<file path="config.mk">
export PLATFORM = sky130hd
export DESIGN_NAME = dl_loader
export DESIGN_NICKNAME = d
export VERILOG_FILES = /design/src/rtl/dlc_pkg.sv /design/src/rtl/dlc_rst_sync.sv /design/src/rtl/dlc_pacer.sv /design/src/rtl/dlc_selfaddr.sv /design/src/rtl/dlc_lane.sv /design/src/rtl/dlc_writer.sv /design/src/rtl/dl_loader.sv
export SDC_FILE = /design/constraint.sdc
export NUM_CORES = 1
export LEC_CHECK = 0
export CAP_MARGIN = 20
export CORE_MARGIN = 4
export CORE_UTILIZATION = 40
export CTS_BUF_LIST = sky130_fd_sc_hd__clkbuf_16
export DETAILED_ROUTE_END_ITERATION = 8
export DONT_BUFFER_PORTS = 1
export GPL_ROUTABILITY_DRIVEN = 0
export PLACE_DENSITY = 0.63
export SYNTH_ARGS = -nofsm -noshare
export SYNTH_HDL_FRONTEND = slang
export SYNTH_SLANG_ARGS = --single-unit
</file>
<file path="constraint.sdc">
create_clock -name clk -period 1.8 [get_ports clk]
set_input_delay 0.36 -clock clk [delete_from_list [all_inputs] [get_ports clk]]
set_output_delay 0.36 -clock clk [all_outputs]
set_load 0.02 [all_outputs]
</file>
<file path="src/rtl/dlc_pkg.sv">
package dlc_pkg;
  localparam int unsigned DLC_DIV     = 32;
  localparam int unsigned DLC_ADDR_W  = 10;
  localparam int unsigned DLC_BANK_W  = 3;
  localparam int unsigned DLC_FETCH_W = 13;
  localparam int unsigned DLC_DATA_W  = 8;
  localparam int unsigned DLC_LANE_W  = 1;

  // source of the write address for a transfer
  typedef enum logic {
    SRC_HOST = 1'b0,
    SRC_SELF = 1'b1
  } load_src_e;
endpackage

</file>
<file path="src/rtl/dlc_rst_sync.sv">
module dlc_rst_sync (
  input  logic clk,
  input  logic rst_n,
  output logic rst_n_sync
);
  logic [1:0] sync_q;

  always_ff @(posedge clk or negedge rst_n) begin
    if (!rst_n) sync_q <= 2'b00;
    else        sync_q <= {sync_q[0], 1'b1};
  end

  assign rst_n_sync = sync_q[1];
endmodule

</file>
<file path="src/rtl/dlc_pacer.sv">
module dlc_pacer #(
  parameter int unsigned DIV = 32
) (
  input  logic clk,
  input  logic rst_n,
  input  logic en,
  output logic dl_clk,
  output logic dl_sync
);
  localparam int unsigned CW = $clog2(DIV);
  localparam logic [CW-1:0] LAST = CW'(DIV - 1);
  localparam logic [CW-1:0] HALF = CW'(DIV / 2);

  logic [CW-1:0] cnt_q, cnt_d;

  always_comb begin
    cnt_d = cnt_q;
    if (!en)                cnt_d = '0;
    else if (cnt_q == LAST) cnt_d = '0;
    else                    cnt_d = cnt_q + 1'b1;
  end

  always_ff @(posedge clk or negedge rst_n) begin
    if (!rst_n) cnt_q <= '0;
    else        cnt_q <= cnt_d;
  end

  assign dl_clk  = en && (cnt_q >= HALF);
  assign dl_sync = en && (cnt_q == LAST);
endmodule

</file>
<file path="src/rtl/dlc_selfaddr.sv">
module dlc_selfaddr #(
  parameter int unsigned FETCH_W = 13
) (
  input  logic               clk,
  input  logic               rst_n,
  input  logic               clr,
  input  logic               step,
  input  logic [FETCH_W-1:0] last,
  output logic [FETCH_W-1:0] fa,
  output logic               done,
  output logic               cap
);
  logic [FETCH_W-1:0] fa_q, fa_d;
  logic               done_q, done_d;
  logic               at_last;

  assign cap     = step && !done_q;
  assign at_last = (fa_q == last);

  always_comb begin
    fa_d   = fa_q;
    done_d = done_q;
    if (clr) begin
      fa_d   = '0;
      done_d = 1'b0;
    end else if (cap) begin
      if (at_last) done_d = 1'b1;
      else         fa_d   = fa_q + 1'b1;
    end
  end

  always_ff @(posedge clk or negedge rst_n) begin
    if (!rst_n) begin
      fa_q   <= '0;
      done_q <= 1'b0;
    end else begin
      fa_q   <= fa_d;
      done_q <= done_d;
    end
  end

  assign fa   = fa_q;
  assign done = done_q;
endmodule

</file>
<file path="src/rtl/dlc_lane.sv">
module dlc_lane #(
  parameter int unsigned LANE_W = 1
) (
  input  logic              clk,
  input  logic              rst_n,
  input  logic              clr,
  input  logic              step,
  output logic [LANE_W-1:0] lane
);
  logic [LANE_W-1:0] lane_q, lane_d;

  always_comb begin
    lane_d = lane_q;
    if (clr)       lane_d = '0;
    else if (step) lane_d = lane_q + 1'b1;
  end

  always_ff @(posedge clk or negedge rst_n) begin
    if (!rst_n) lane_q <= '0;
    else        lane_q <= lane_d;
  end

  assign lane = lane_q;
endmodule

</file>
<file path="src/rtl/dlc_writer.sv">
module dlc_writer
  import dlc_pkg::*;
#(
  parameter int unsigned ADDR_W = 10,
  parameter int unsigned BANK_W = 3,
  parameter int unsigned DATA_W = 8,
  parameter int unsigned LANE_W = 1
) (
  input  logic                     clk,
  input  logic                     rst_n,
  input  logic                     cap,
  input  load_src_e                src,
  input  logic [ADDR_W-1:0]        host_addr,
  input  logic [LANE_W-1:0]        host_lane,
  input  logic [ADDR_W-1:0]        self_addr,
  input  logic [LANE_W-1:0]        self_lane,
  input  logic [DATA_W-1:0]        din,
  output logic                     wr_stb,
  output logic [BANK_W-1:0]        wr_bank,
  output logic [ADDR_W-BANK_W-1:0] wr_word,
  output logic [LANE_W-1:0]        wr_lane,
  output logic [DATA_W-1:0]        wr_data
);
  localparam int unsigned WORD_W = ADDR_W - BANK_W;

  logic [ADDR_W-1:0] addr_sel;
  logic [LANE_W-1:0] lane_sel;
  logic              stb_q;
  logic [ADDR_W-1:0] addr_q;
  logic [LANE_W-1:0] lane_q;
  logic [DATA_W-1:0] data_q;

  always_comb begin
    addr_sel = host_addr;
    lane_sel = host_lane;
    if (src == SRC_SELF) begin
      addr_sel = self_addr;
      lane_sel = self_lane;
    end
  end

  always_ff @(posedge clk or negedge rst_n) begin
    if (!rst_n) stb_q <= 1'b0;
    else        stb_q <= cap;
  end

  // beat fields load only on a capture edge
  always_ff @(posedge clk or negedge rst_n) begin
    if (!rst_n) begin
      addr_q <= '0;
      lane_q <= '0;
      data_q <= '0;
    end else if (cap) begin
      addr_q <= addr_sel;
      lane_q <= lane_sel;
      data_q <= din;
    end
  end

  assign wr_stb  = stb_q;
  assign wr_bank = addr_q[ADDR_W-1 -: BANK_W];
  assign wr_word = addr_q[WORD_W-1:0];
  assign wr_lane = lane_q;
  assign wr_data = data_q;
endmodule

</file>
<file path="src/rtl/dl_loader.sv">
module dl_loader
  import dlc_pkg::*;
#(
  parameter int unsigned DIV     = DLC_DIV,
  parameter int unsigned ADDR_W  = DLC_ADDR_W,
  parameter int unsigned BANK_W  = DLC_BANK_W,
  parameter int unsigned FETCH_W = DLC_FETCH_W,
  parameter int unsigned DATA_W  = DLC_DATA_W,
  parameter int unsigned LANE_W  = DLC_LANE_W
) (
  input  logic                      clk,
  input  logic                      rst_n,
  input  logic                      restart,
  input  logic                      cfg_mode,
  input  logic                      auto_mode,
  input  logic [ADDR_W-1:0]         host_addr,
  input  logic [DATA_W-1:0]         din,
  input  logic [FETCH_W-1:0]        last_fetch,
  output logic [FETCH_W-ADDR_W-1:0] fetch_hi,
  output logic [ADDR_W-1:0]         fetch_lo,
  output logic                      dl_clk,
  output logic                      dl_sync,
  output logic                      wr_stb,
  output logic [BANK_W-1:0]         wr_bank,
  output logic [ADDR_W-BANK_W-1:0]  wr_word,
  output logic [LANE_W-1:0]         wr_lane,
  output logic [DATA_W-1:0]         wr_data,
  output logic                      load_done
);
  localparam int unsigned EXT_W = FETCH_W - ADDR_W;

  logic               rst_n_int;
  logic               run_en;
  logic               self_clr, host_clr;
  logic               self_step, self_cap, host_cap, any_cap;
  logic [FETCH_W-1:0] fa;
  logic [LANE_W-1:0]  host_lane;
  load_src_e          src;

  dlc_rst_sync i_rst (
    .clk        (clk),
    .rst_n      (rst_n),
    .rst_n_sync (rst_n_int)
  );

  assign run_en = cfg_mode && !restart;
  assign src    = load_src_e'(auto_mode);

  dlc_pacer #(.DIV(DIV)) i_pacer (
    .clk     (clk),
    .rst_n   (rst_n_int),
    .en      (run_en),
    .dl_clk  (dl_clk),
    .dl_sync (dl_sync)
  );

  assign self_clr  = !run_en || (src != SRC_SELF);
  assign self_step = dl_sync && (src == SRC_SELF);

  dlc_selfaddr #(.FETCH_W(FETCH_W)) i_self (
    .clk   (clk),
    .rst_n (rst_n_int),
    .clr   (self_clr),
    .step  (self_step),
    .last  (last_fetch),
    .fa    (fa),
    .done  (load_done),
    .cap   (self_cap)
  );

  assign host_clr = !run_en || (src != SRC_HOST);
  assign host_cap = dl_sync && (src == SRC_HOST);

  dlc_lane #(.LANE_W(LANE_W)) i_lane (
    .clk   (clk),
    .rst_n (rst_n_int),
    .clr   (host_clr),
    .step  (host_cap),
    .lane  (host_lane)
  );

  assign any_cap = host_cap || self_cap;

  dlc_writer #(
    .ADDR_W (ADDR_W),
    .BANK_W (BANK_W),
    .DATA_W (DATA_W),
    .LANE_W (LANE_W)
  ) i_writer (
    .clk       (clk),
    .rst_n     (rst_n_int),
    .cap       (any_cap),
    .src       (src),
    .host_addr (host_addr),
    .host_lane (host_lane),
    .self_addr (fa[LANE_W +: ADDR_W]),
    .self_lane (fa[LANE_W-1:0]),
    .din       (din),
    .wr_stb    (wr_stb),
    .wr_bank   (wr_bank),
    .wr_word   (wr_word),
    .wr_lane   (wr_lane),
    .wr_data   (wr_data)
  );

  assign fetch_hi = fa[FETCH_W-1 -: EXT_W];
  assign fetch_lo = fa[ADDR_W-1:0];
endmodule

</file>
After elaboration in Yosys (flattened, before gate mapping) --
Cells that the tools add are included.
Operators by class: reductions and logical operators 17, $lt $le $gt $ge 1, bitwise operators 1, eq/ne operators 3, add/sub/neg operators 3, multiplexer cells 12
Operators by type and width (number):
- $mux W13 | 3
- $add A13 B1 Y13 const B | 1
- $eq A13 B13 Y1 | 1
- $mux W10 | 1
- $mux W5 | 2
- $logic_and A1 B1 Y1 | 6
- $mux W1 | 6
- $reduce_bool A2 Y1 | 3
- $add A5 B1 Y5 const B | 1
- $eq A5 B5 Y1 const B | 1
- $ge A5 B5 Y1 const B | 1
- $reduce_and A2 Y1 | 2
- $logic_not A1 Y1 | 3
- $logic_or A1 B1 Y1 | 3
- $ne A2 B1 Y1 const B | 1
- $add A1 B1 Y1 const B | 1
- $not A1 Y1 | 1
Word-level totals: logic and storage cells 46, output and inout port bits 36, bits in registers 42

Depth between registers and ports, before layout --
Gate-level depths: netlist of the first run.
depth in word-level cells 7, gate-level depth with buffers 9

Cells and area by module --
From an unflattened synthesis of the first run, not the netlist that was laid out.
Second synthesis, totals: cells, all modules 194, area, all modules 2140.8 µm²
By module, submodules not included:
- dlc_selfaddr | area an instance 899.6 µm², times used 1, cells each 96, sequential area each 350.3 µm²
- dlc_writer | area an instance 869.6 µm², times used 1, cells each 65, sequential area each 500.5 µm²
- dlc_pacer | area an instance 241.5 µm², times used 1, cells each 21, sequential area each 125.1 µm²
- dlc_rst_sync | area an instance 53.8 µm², times used 1, cells each 3, sequential area each 50.0 µm²
- dl_loader | area an instance 38.8 µm², times used 1, cells each 6, sequential area each 0.0 µm²
- dlc_lane | area an instance 37.5 µm², times used 1, cells each 3, sequential area each 25.0 µm²

Least setup slack after synthesis of the first run --
OpenSTA, ideal clock, no wires.
kind reg2reg, from register i_pacer.cnt_q[0], to register i_writer.data_q[0] (netlist: i_writer.wr_data[0]), required time 1675 ps, cell stages (with the launch flop) 9, arrival time 1956 ps, setup time 125 ps, buffers on the path 2, slack -281 ps, cells stage by stage dfrtp_1 -> ha_1 -> and3_1 -> ha_1 -> buf_4 -> and2_1 -> nand2_1 -> buf_2 -> mux2_2
On the way: cells in the longest elaborated chain, start to end 5
Ends and longest elaborated chain:
- start: declaration | line dlc_pacer.sv:14 | logic [CW-1:0] cnt_q, cnt_d;
- start signal: assignment | line dlc_pacer.sv:25 | else cnt_q <= cnt_d;
- $eq A5 B5 Y1 * | line dlc_pacer.sv:29 | assign dl_sync = en && (cnt_q == LAST);
- $logic_and A1 B1 Y1 * | line dlc_pacer.sv:29
- named net dl_sync | line dl_loader.sv:22 | output logic dl_sync,
- $logic_and A1 B1 Y1 | line dl_loader.sv:58 | assign self_step = dl_sync && (src == SRC_SELF);
- $logic_and A1 B1 Y1 | line dlc_selfaddr.sv:17 | assign cap = step && !done_q;
- $logic_or A1 B1 Y1 * | line dl_loader.sv:82 | assign any_cap = host_cap || self_cap;
- end signal: assignment | line dlc_writer.sv:56 | data_q <= din;
- end: declaration | line dlc_writer.sv:31 | logic [DATA_W-1:0] data_q;
The timed path passes the listed nets; every way through them passes the cells marked *. A chain may end at the register's enable or synchronous reset.

Final worst setup path of the first run --
from register i_pacer.cnt_q[1], to register i_self.fa_q[9] (netlist: i_self.fa[9])
On the way: cells in the longest elaborated chain, start to end 6
Ends and longest elaborated chain:
- $eq A5 B5 Y1 | line dlc_pacer.sv:29
- $logic_and A1 B1 Y1 | line dlc_pacer.sv:29
- $logic_and A1 B1 Y1 | line dl_loader.sv:58
- $logic_and A1 B1 Y1 | line dlc_selfaddr.sv:17
- $reduce_bool A2 Y1 (no source line)
- $reduce_and A2 Y1 (no source line)
- end signal: assignment | line dlc_selfaddr.sv:34 | fa_q <= '0;
- end signal: assignment | line dlc_selfaddr.sv:37 | fa_q <= fa_d;
- end: declaration | line dlc_selfaddr.sv:13 | logic [FETCH_W-1:0] fa_q, fa_d;
Every way passes these cells.

==> impl_summary.txt, run 1 <==
----------------------------------------------------
[Synthesis]
  Synthesized instance count ... 197
  Cell variety after synth ... 34
  Share of flip-flops with an asynchronous set or reset ... 100.0%
  Cell Area, Synth ... 2097 sq um
  Share of the yosys chip area belonging to registers ... between 50% and 60%
  Post-synth EDFFs ... 0
  Post-synth net total ... 236
  Synthesized area per cell ... between 10 and 15 sq um
  Most used flip-flop cell after synthesis ... dfrtp_1
  Number of warnings reported in the yosys synthesis log ... 0
  Number of storage elements in the synthesis netlist ... 42

[Clock tree]
  Clock transition at the register clock pins on the worst setup and hold paths after CTS ... about 60 ps
  Number of buffers added by the clock tree synthesis step ... 5
  Root buffer selected by CTS ... clkbuf_16
  CTS tree ... built
  Worst-Skew Late Latency ... 270 ps
  CTS sink count ... 42
  Max clock buf depth ... 2
  H-tree levels ... 2

[STA]
  Smallest setup slack after layout ... -133.4 ps
  Number of failing setup endpoints in the final timing report ... 7
  F_max ... just over 0.5 GHz
  Final hold violation count ... 0
  Final setup skew ... 2.142 ps
  Relative max-transition margin ... between 60% and 70%
  Transition time of the tightest slew-check pin ... around 510 ps
  Post-route setup TNS ... -370.9 ps
  Final Cycle Share ... 107.4%
  Fin crit period ... 1933 ps
  Pins over their slew limit ... 0
  RSZ-0062 raised after global routing ... true

[Routing]
  First DRT Iteration DRCs ... between 70 and 80
  DRC errors left ... 0
  Total number of vias ... roughly 1.6k
  Post-detailed-route via-to-cell ratio ... 5.202
  Per-cell routed wire length ... approximately 16 um
  Length of the first detailed-routing pass in iterations ... 6
  Total detailed-routing wirelength ... between 4 and 5 mm
  Antenna-violating nets left ... 0

[Run]
  Max Cap Violations ... 0

[Power and ir drop]
  Peak supply drop ... between 0.5 and 0.6 mV
  P_leak ... 1.193 nW
  Power Dens Cells ... around 740 nW/um^2

[Placed design]
  IO buf count ... 0
  DP Wirelength ... 3.668 mm
  Placed instance count ... between 200 and 300
  Placed inst area ... approximately 2400 sq um

[Die]
  Height of the die ... 80.41 um
  Overall die area ... 6465 sq um
  Top-level port count ... 72
  Placement Rows ... 26
  Initial standard-cell utilization of the core ... 41.06%
  Die Width ... ~80 um
  Placeable Area ... approximately 5100 sq um

[Global route]
  Gr ovfl total ... 0
  Pin count of the biggest net entering global routing ... 41
  Antenna violations before repair ... 0
  Number of global-route vias before repair ... between 1.5k and 2k
  First-pass GRT wire length ... 8.010 mm
  Gr usage total ... between 10% and 20%

[Cells and area]
  Fraction of final layout cells sized beyond drive strength 1 ... 33.19%
  Commonest non-fill, non-tap cells in the layout ... 41 x dfrtp_1, 33 x buf_4, 23 x nand2_1
  Antenna cell count ... 0
  Most frequent standard cell in the layout excluding fill and tap cells ... dfrtp_1
  Summed area of non-filler cells in the final layout ... roughly 2700 sq um
  Fillers ... 471
  Layout-stage area growth over the synthesis result ... 28.10%
  Number of nets in the finished design ... 270
  Post-layout instance count excluding filler cells ... 302

[Worst hold path]
  Beginning of the worst hold path ... auto_mode
  Path class of the lowest-slack min-delay path ... in -> reg

[Worst setup path]
  Kind of end point of the critical path ... flop
  Kind of start point of the critical path ... flop
  Critical Setup Path Class ... reg -> reg
  Startpoint of the worst register-to-register path ... i_pacer.cnt_q[1]$_DFF_PN0_
  Data required time of the worst path ... approximately 2000 ps
  Largest fanout on the critical path ... 5
  Timing startpoint of the critical path ... i_pacer.cnt_q[1]$_DFF_PN0_
  Arrival @ worst endpoint ... about 2100 ps

[Run status]
  Result of the run ... finished with violations
  Failing checks ... setup timing

----------------------------------------------------
==> cell type report <==
class	count	area [sq um]	share of cell area, %
multi-input cells	144	1080	40.20
flip-flops and latches	42	1052	39.17
repair buffers	37	300.3	11.18
clock buffers	5	125.1	4.658
well taps	70	87.58	3.260
clock inverters	3	37.54	1.397
inverters	1	3.754	0.1397
==> cell families (layout without fill, tap and decap cells) <==
family                     after synthesis  count (layout)  synth area share [%]
muxes                                   19              19                 9.547
DFF                                     42              42                 50.12
AOI/OAI and AO/OA                       36              36                 9.964
and+or+nand+nor                         69              69                 18.56
xor gates and xnor gates                16              16                 6.683
adders and majority gates                3               3                 1.790
buffers and inverters                   11              46                 3.162
other                                    1               1                0.1788
==> report_power, final <==
| group | total, mW | switching (mW) | internal (mW) | leakage (nW) |
|---|---|---|---|---|
| combinational | 0.0706 | 0.0384 | 0.0322 | 0.526 |
| sequential | 0.951 | 0.00179 | 0.949 | 0.580 |
| clock | 0.975 | 0.332 | 0.643 | 0.0864 |
==> flip-flops by register name, indices dropped and copies added (netlist names) <==
name,cells
i_lane.lane,1
i_pacer.cnt_q,5
i_rst.sync_q,2
i_self.done,1
i_self.fa,13
i_writer.addr_q,10
i_writer.wr_data,8
i_writer.wr_lane,1
i_writer.wr_stb,1
==> path summary, 6_finish.rpt <==
| check | slack [ps] | cells after the start | end |
|---|---|---|---|
| max | -130 | 7 | i_self.fa[9]$_DFFE_PN0P_ |
| min reg2reg | 300 | 1 | i_self.fa[3]$_DFFE_PN0P_ |
| min | 160 | 1 | i_lane.lane$_DFFE_PN0P_ |
| min in group asynchronous | 300 | 1 | i_self.fa[3]$_DFFE_PN0P_ |
| max reg2reg | -130 | 7 | i_self.fa[9]$_DFFE_PN0P_ |
| max in group asynchronous | 1130 | 1 | i_self.fa[0]$_DFFE_PN0P_ |
==> what timing repair did <==
item                                   in CTS  in global routing
hold buffers                                1                  0
endpoints found under the hold margin       2                  0
pin swaps                                   1                  6
setup buffers                               2                  2
setup endpoints to repair                  21                 27
gates resized for setup                     7                 10
==> Yosys cell counts, drive strengths merged, types with 2 or more instances <==
master | n | area share [%]
dfrtp | 42 | 50
nand2 | 24 | 4.3
o21ai | 20 | 4.8
xnor2 | 15 | 6.3
a21oi | 12 | 3.8
mux2i | 11 | 5.3
mux2 | 8 | 4.3
or3 | 8 | 2.4
buf | 6 | 2.3
and2 | 5 | 1.5
nand3 | 5 | 1.4
nor3 | 5 | 1.2
or4 | 5 | 1.8
clkbuf | 4 | 0.72
nand4 | 4 | 1.5
and3 | 3 | 0.90
ha | 3 | 1.8
nor2 | 3 | 0.54
o31ai | 3 | 1.1
nand2b | 2 | 0.72
nand3b | 2 | 0.72
nor2b | 2 | 0.60
==> stage by stage <==
step	util (%)	worst slack, ps	hold slack, ps	total power [mW]
after CTS	51.54	-125.8	148.3	2.026
after floorplan	-	-123.4	64.41	1.025
final	52.60	-133.4	159.0	1.997
after detailed placement	47.38	-142.2	64.47	1.036
after global placement	47.38	-83.61	64.48	1.034
after global routing	52.60	-243.5	153.5	2.080
==> worst max-delay path: stages (launching register included) <==
cell and delay [ps]:
dfrtp_1 370, ha_2 190, and3_4 190, ha_4 160, nand2b_4 70, or3_4 350
or4_4 420, a21oi_2 120
==> per-layer routing <==
| layer | part of all wire [%] | GRT usage, % | vias up |
|---|---|---|---|
| li1 | - | - | 765 |
| met5 | 0 | 0 | - |
| met3 | 8.7 | 6.278 | 6 |
| met1 | 39 | 18.95 | 742 |
| met4 | 2.1 | 6.588 | 0 |
| met2 | 50 | 27.24 | 58 |
Power figures use the tool's default switching activity.
==> run 2, diff against run 1 <==
Settings changed: ABC_AREA from default to 1.
==> run 2 against run 1 <==
Net effect: first-iteration DRC count grew 56%; wire length grew 33%; register-to-register slack gained 80 ps; global-route usage grew 0.87 points; utilization is essentially flat; sequential power grew 4.7%; clock skew grew 5.1 ps; highest routed layer unchanged; the run still ends with setup timing left; final cell count grew 34%; via count grew 30%.
==> impl_summary.txt, run 2 <==
----------------------------------------------------
[Run status]
  Result of the run ... finished with violations
  Failing checks ... setup timing

[Global route]
  Gr usage total ... 17.28% (+0.87 points)
  Pin count of the biggest net entering global routing ... 41 (unchanged)
  Antenna violations before repair ... 0 (unchanged)
  First-pass GRT wire length ... 9.956 mm (+24%)
  Gr ovfl total ... 0 (unchanged)
  Number of global-route vias before repair ... 1968 (+15%)

[Synthesis]
  Number of storage elements in the synthesis netlist ... 42 (unchanged)
  Number of warnings reported in the yosys synthesis log ... 0 (unchanged)
  Cell Area, Synth ... 2338 sq um (+12%)
  Share of the yosys chip area belonging to registers ... 44.94% (-5.2 points)
  Synthesized instance count ... 308 (+56%)
  Post-synth net total ... 347 (+47%)
  Cell variety after synth ... 26 (-24%)
  Post-synth EDFFs ... 0 (unchanged)
  Leading post-synthesis cells by instance count ... 94 x nand2_1, 42 x dfrtp_1, 39 x nor2_1
  Top cell type's share of synthesized area ... 44.94% (-5.2 points)
  Top post-synthesis cells by area ... dfrtp_1 45%, nand2_1 15%, nor2_1 6.3%
  Most common cell in the synthesized netlist ... nand2_1
  Share of flip-flops with an asynchronous set or reset ... 100.0% (unchanged)
  Cell accounting for the most synthesized area ... dfrtp_1
  Synthesized area per cell ... 7.593 sq um (-29%)
  Most used flip-flop cell after synthesis ... dfrtp_1

[Cells and area]
  Fraction of final layout cells sized beyond drive strength 1 ... 22.82% (-10 points)
  Most frequent standard cell in the layout excluding fill and tap cells ... nand2_1
  Core occupancy in the finished layout ... 52.64% (about the same)
  Fillers ... 526 (+12%)
  Layout-stage area growth over the synthesis result ... 25.47%
  Number of nets in the finished design ... 371 (+37%)
  Flip-flop count of the largest register after layout ... 13 (unchanged)
  Antenna cell count ... 0 (unchanged)
  Summed area of non-filler cells in the final layout ... 2934 sq um (+9.2%)
  Commonest non-fill, non-tap cells in the layout ... 90 x nand2_1, 41 x dfrtp_1, 32 x inv_1

[Die]
  Placement Rows ... 27 (+3.8%)
  Initial standard-cell utilization of the core ... 41.95% (+0.89 points)
  Placeable Area ... 5574 sq um (+9.1%)
  Height of the die ... 84.46 um (+5.0%)
  Overall die area ... 7133 sq um (+10%)
  Top-level port count ... 72 (unchanged)
  Die Width ... 84.46 um (+5.0%)

[Clock tree]
  CTS tree ... built
  Number of buffers added by the clock tree synthesis step ... 5 (unchanged)
  Root buffer selected by CTS ... clkbuf_16
  H-tree levels ... 2 (unchanged)
  Clock transition at the register clock pins on the worst setup and hold paths after CTS ... 60 ps (about the same)
  Worst-Skew Late Latency ... 280 ps (about the same)
  CTS sink count ... 42 (unchanged)
  Max clock buf depth ... 2 (unchanged)

[Routing]
  Antenna-violating nets left ... 0 (unchanged)
  DRC errors left ... 0 (unchanged)
  Per-cell routed wire length ... 15.79 um (-1.0%)
  Post-detailed-route via-to-cell ratio ... 5.037 (-3.2%)
  Total detailed-routing wirelength ... 6.393 mm (+33%)
  Total number of vias ... 2040 (+30%)
  First DRT Iteration DRCs ... 120 (+56%)
  Length of the first detailed-routing pass in iterations ... 4 (-2)

[Worst setup path]
  Startpoint of the worst register-to-register path ... i_pacer.cnt_q[0]$_DFF_PN0_
  Critical Setup Path Class ... reg -> reg
  Kind of end point of the critical path ... flop
  Data required time of the worst path ... 1970 ps (-40 ps)
  Critical register-to-register path endpoint ... i_writer.wr_data[0]$_DFFE_PN0P_
  Number of cell instances on the worst register-to-register path ... 10 (+3)
  Largest fanout on the critical path ... 7 (+2)
  Arrival @ worst endpoint ... 2020 ps (-120 ps)
  Worst setup slack for register-to-register paths ... -50 ps (+80 ps)
  Kind of start point of the critical path ... flop

[Power and ir drop]
  Net switching power of the design ... 0.4662 mW (+25%)
  Clock share of power ... 48.0% (-0.8 points)
  Peak supply drop ... 0.3973 mV (-32%)
  Power Dens Cells ... 719.6 nW/um^2 (-3.2%)
  P_leak ... 1.471 nW (+23%)
  Comb pwr share ... 4.8% (+1.3 points)
  Total power of the final layout ... 2.111 mW (+5.7%)
  Fraction of power spent switching nets ... 22.08% (+3.4 points)
  Internal power summed over all cells ... 1.645 mW (+1.3%)
  Part of the total power dissipated in sequential elements ... 47.2% (-0.4 points)

[STA]
  Smallest setup slack after layout ... -50.54 ps (+82.87 ps)
  Relative max-transition margin ... 64.30% (-1.9 points)
  Final setup skew ... 7.208 ps (+5.067 ps)
  Hold Slack ... 211.5 ps (+52.58 ps)
  F_max ... 0.5404 GHz (+4.5%)
  Final Cycle Share ... 102.8% (-4.6 points)
  RSZ-0062 raised after global routing ... true
  Pins over their slew limit ... 0 (unchanged)
  Number of failing setup endpoints in the final timing report ... 7 (unchanged)
  Final hold violation count ... 0 (unchanged)
  Fin crit period ... 1851 ps (-82.87 ps)
  Transition time of the tightest slew-check pin ... 535.5 ps (+29.18 ps)

[Worst hold path]
  Hold Path Stages ... 1 (unchanged)
  Beginning of the worst hold path ... din[3]
  Endpoint of the worst hold path ... i_writer.wr_data[3]$_DFFE_PN0P_
  Path class of the lowest-slack min-delay path ... in -> reg

[Run]
  Max Cap Violations ... 0 (unchanged)

[Placed design]
  IO buf count ... 0 (unchanged)
  Placed inst area ... 2550 sq um (+5.4%)
  DP Wirelength ... 4.450 mm (+21%)

----------------------------------------------------
-- run 2: critical path, stage by stage, from the launching register on --
cell,delay (ps)
dfrtp_1,370
ha_2,190
nand2_2,60
nor2_2,80
ha_2,200
inv_4,50
nor2_4,110
nand2_2,90
nand2_4,100
buf_8,150
mux2_2,340
-- run 2: what timing repair did --
action                                  CTS  global route
pin swaps                                 1             1
buffers inserted                          0             6
gates cloned                              0             2
endpoints found under the setup margin   19            25
hold buffers                              1             0
endpoints found under the hold margin     2             0
gates resized for setup                   3            32
-- run 2: area by class of cell --
class	instances	area, sq um	area share, %
timing repair buffer	31	310.3	10.58
clock inverter	3	37.54	1.279
inverter	36	137.6	4.691
multi-input combinational	216	1181	40.26
clock buffer	5	125.1	4.264
tap	72	90.09	3.070
sequential	42	1052	35.86
-- run 2: layer usage --
metal  share of wire, %  global-route usage (%)
met1                 42                   22.60
met3                8.5                   4.907
met2                 49                   27.98
met4               0.58                   5.036
met5                  0                       0
-- run 2: through the flow --
stage          instances  setup WS [ps]  TNS, ps
3_3_place_gp         388          19.75        0
3_5_place_dp         388         -54.06   -597.1
2_1_floorplan        308        -0.5037   -3.022
6_report             405         -50.54   -242.9
4_1_cts              397         -15.02   -28.94
5_1_grt              405         -142.9    -2071
-- run 2: cells by family (layout without fill, tap and decap cells) --
family / count (synthesis) / in the layout / share of synthesized area, %
compound gates: 14 / 14 / 3.638
flops: 42 / 42 / 44.94
mux: 8 / 8 / 3.852
simple gates: 183 / 183 / 33.76
other cells: 1 / 1 / 0.1604
fa+ha+maj: 3 / 3 / 1.605
xor+xnor: 7 / 7 / 2.622
buf+inv: 50 / 75 / 9.417
-- run 2: worst max path at each step --
stage,startpoint,endpoint,cells past startpoint
detailed placement,i_pacer.cnt_q[0]$_DFF_PN0_,i_writer.wr_data[0]$_DFFE_PN0P_,9
global route,i_pacer.cnt_q[0]$_DFF_PN0_,i_writer.wr_data[0]$_DFFE_PN0P_,10
finish,i_pacer.cnt_q[0]$_DFF_PN0_,i_writer.wr_data[0]$_DFFE_PN0P_,10
floorplan,i_pacer.cnt_q[0]$_DFF_PN0_,i_writer.wr_data[1]$_DFFE_PN0P_,10
global placement,i_pacer.cnt_q[0]$_DFF_PN0_,i_writer.wr_data[0]$_DFFE_PN0P_,9
CTS,i_pacer.cnt_q[0]$_DFF_PN0_,dl_sync,7
-- run 2: power by group through the flow --
stage,logic [mW],clock network (mW),registers (mW)
2_1_floorplan,0.0591,0,1.02
3_3_place_gp,0.0913,0,1.01
3_5_place_dp,0.0933,0,1.01
4_1_cts,0.0961,1.03,0.993
5_1_grt,0.116,1.08,0.998
6_report,0.101,1.01,0.996
==> run 3, diff against run 2 <==
Settings changed: CTS_CLUSTER_DIAMETER from default to 150, PLACE_DENSITY 0.63 to 0.65.
Clock period 1.8 ns to 1.63 ns, I/O delays scaled along.
==> run 3 against run 2 <==
Net effect: the flow still finishes with violations (setup timing); wire length decreased by 3.2%; flip-flop and latch count unchanged; clock skew is 3.7 ps lower; clock-buffer cell count did not move; register-to-register slack worse by 90 ps; final cell count rose by 0.74%; critical endpoint is now dl_sync; largest power group is now sequential cells.
==> impl_summary.txt, run 3 (synthesis results as in run 2) <==
----------------------------------------------------
[Run status]
  Result of the run ... finished with violations
  Failing checks ... setup timing

[Global route]
  GR Layer Usage met2 ... 29.63% (+1.6 points)
  Gr usage total ... 16.54% (-0.74 points)
  Global routing met3 resource utilization ... 5.005% (+0.098 points)
  Gr ovfl total ... 0 (unchanged)
  Number of global-route vias before repair ... 1961 (-0.36%)
  Met1 track utilization from global routing ... 18.85% (-3.7 points)
  Antenna violations before repair ... 0 (unchanged)
  Pin count of the biggest net entering global routing ... 23 (-44%)
  GRT Max-Usage Layer ... met2
  First-pass GRT wire length ... 9.508 mm (-4.5%)

[Die]
  Die Width ... 84.46 um (unchanged)
  Overall die area ... 7133 sq um (unchanged)
  Placement Rows ... 27 (unchanged)
  Placeable Area ... 5574 sq um (unchanged)
  Height of the die ... 84.46 um (unchanged)
  Initial standard-cell utilization of the core ... 41.95% (unchanged)
  Top-level port count ... 72 (unchanged)

[Worst setup path]
  Critical register-to-register path endpoint ... i_writer.wr_data[0]$_DFFE_PN0P_
  Worst setup slack for register-to-register paths ... -140 ps (-90 ps)
  Startpoint of the worst register-to-register path ... i_pacer.cnt_q[0]$_DFF_PN0_
  Largest fanout on the critical path ... 3 (-4)
  Critical Setup Path Class ... reg -> out
  Data required time of the worst path ... 1300 ps (-670 ps)
  Kind of end point of the critical path ... output port
  Number of cell instances on the worst register-to-register path ... 9 (-1)
  Arrival @ worst endpoint ... 1470 ps (-550 ps)
  Kind of start point of the critical path ... flop

[STA]
  Post-route setup TNS ... -1935 ps (-1692 ps)
  Final setup skew ... 3.514 ps (-3.694 ps)
  Fin crit period ... approximately 1800 ps
  Final Cycle Share ... 110.4%
  Final hold violation count ... 0 (unchanged)
  RSZ-0062 raised after global routing ... true
  F_max ... between 0.5 and 0.6 GHz
  Pins over their slew limit ... 0 (unchanged)
  Smallest setup slack after layout ... -169.7 ps (-119.1 ps)
  Number of failing setup endpoints in the final timing report ... 19 (+12)

[Cells and area]
  Most frequent standard cell in the layout excluding fill and tap cells ... nand2_1
  Flip-flop count of the largest register after layout ... 13 (unchanged)
  Core occupancy in the finished layout ... 53.98% (+1.3 points)
  Commonest non-fill, non-tap cells in the layout ... 90 x nand2_1, 40 x dfrtp_1, 30 x inv_1
  Post-layout instance count excluding filler cells ... 408 (+0.74%)
  Sequential cell area ... 1054 sq um (+0.12%)
  Fraction of final layout cells sized beyond drive strength 1 ... 25.60% (+2.8 points)
  Antenna cell count ... 0 (unchanged)
  Fillers ... 523 (-0.57%)
  Layout-stage area growth over the synthesis result ... 28.68%
  Number of nets in the finished design ... 374 (+0.81%)
  Multi-input gate area in the final layout ... 1249 sq um (+5.7%)

[Placed design]
  Placed instance count ... 392 (+1.0%)
  IO buf count ... 0 (unchanged)
  DP Wirelength ... 4.500 mm (+1.1%)
  Pre-CTS setup slack ... -173.9 ps (-119.9 ps)

[Power and ir drop]
  P_leak ... 1.508 nW (+2.5%)
  Peak supply drop ... 0.4750 mV (+20%)
  Power Dens Cells ... 727.6 nW/um^2 (+1.1%)

[Worst hold path]
  Endpoint of the worst hold path ... i_writer.wr_data[3]$_DFFE_PN0P_
  Hold Path Stages ... 1 (unchanged)
  Path class of the lowest-slack min-delay path ... in -> reg
  Beginning of the worst hold path ... din[3]

[Clock tree]
  Worst-Skew Late Latency ... 280 ps (about the same)
  H-tree levels ... 2 (unchanged)
  Clock transition at the register clock pins on the worst setup and hold paths after CTS ... 60 ps (about the same)
  CTS tree ... built
  CTS sink count ... 42 (unchanged)
  Max clock buf depth ... 2 (unchanged)
  Number of buffers added by the clock tree synthesis step ... 5 (unchanged)
  Root buffer selected by CTS ... clkbuf_16

[Routing]
  Post-detailed-route via-to-cell ratio ... 5.039 (about the same)
  First DRT Iteration DRCs ... 130 (+8.3%)
  Total detailed-routing wirelength ... 6.188 mm (-3.2%)
  Antenna-violating nets left ... 0 (unchanged)
  Length of the first detailed-routing pass in iterations ... 5 (+1)
  DRC errors left ... 0 (unchanged)
  Total number of vias ... 2056 (+0.78%)
  Per-cell routed wire length ... 15.17 um (-3.9%)

[Run]
  Max Cap Violations ... 0 (unchanged)

----------------------------------------------------
==> run 3: cell count changes in the layout (fill, tap and decap cells not counted), moves of 2 or more <==
cell	change
nand2_2	-3
mux2_1	-2
inv_1	-2
nand2_4	+3
mux2_4	+3
==> run 3: per-stage QoR <==
step           hold WS, ps  cell area [sq um]  power [mW]
3_3_place_gp         30.47               2592       1.223
3_5_place_dp         30.49               2592       1.227
4_1_cts              173.9               2779       2.199
6_report             178.0               3009       2.189
2_1_floorplan        30.41               2357       1.191
5_1_grt              180.8               3009       2.277
==> run 3: area by class of cell <==
type                       instances  share of cell area, %
clock buffer                       5                  4.158
clock inverter                     3                 0.5821
inverter                          36                  4.657
multi-input combinational        217                  41.50
sequential                        42                  35.01
tap                               72                  2.994
timing repair buffer              33                  11.10
==> run 3: critical path: stages, from the launching register on <==
cell and delay (ps):
dfrtp_1 350, ha_2 190, nand2_2 60, nor2_2 80, ha_2 190, inv_4 50
nor2_4 130, buf_6 140
==> run 3: power by group <==
part / internal [mW] / switching, mW / total [mW] / leakage [nW]
Clock: 0.562 / 0.401 / 0.963 / 0.0750
Combinational: 0.0520 / 0.0657 / 0.118 / 0.862
Sequential: 1.06 / 0.0460 / 1.11 / 0.571
Total: 1.68 / 0.513 / 2.19 / 1.51
==> run 3: timing repair <==
item | CTS | global route
hold buffers | 1 | 0
resized for setup | 5 | 40
pin swaps | 1 | 3
setup endpoints to repair | 27 | 34
setup buffers | 2 | 2
cloned | 0 | 3
hold endpoints to repair | 2 | 0
==> run 3: how the worst max path moves through the flow <==
stage / from / end / slack (ps)
finish: i_pacer.cnt_q[0]$_DFF_PN0_ / dl_sync / -170
global route: i_pacer.cnt_q[1]$_DFF_PN0_ / i_writer.addr_q[3]$_DFFE_PN0P_ / -240
global placement: i_pacer.cnt_q[0]$_DFF_PN0_ / i_writer.wr_data[0]$_DFFE_PN0P_ / -120
detailed placement: i_pacer.cnt_q[0]$_DFF_PN0_ / i_writer.wr_data[7]$_DFFE_PN0P_ / -170
CTS: i_pacer.cnt_q[0]$_DFF_PN0_ / i_writer.addr_q[3]$_DFFE_PN0P_ / -130
floorplan: i_pacer.cnt_q[0]$_DFF_PN0_ / i_writer.wr_data[1]$_DFFE_PN0P_ / -170
==> run 3: layer usage <==
metal	routed length, um	share of wire (%)	vias up
li1	-	-	1027
met3	457	7.4	7
met2	3174	51	67
met1	2488	40	955
met5	0	0	-
met4	67	1.1	0
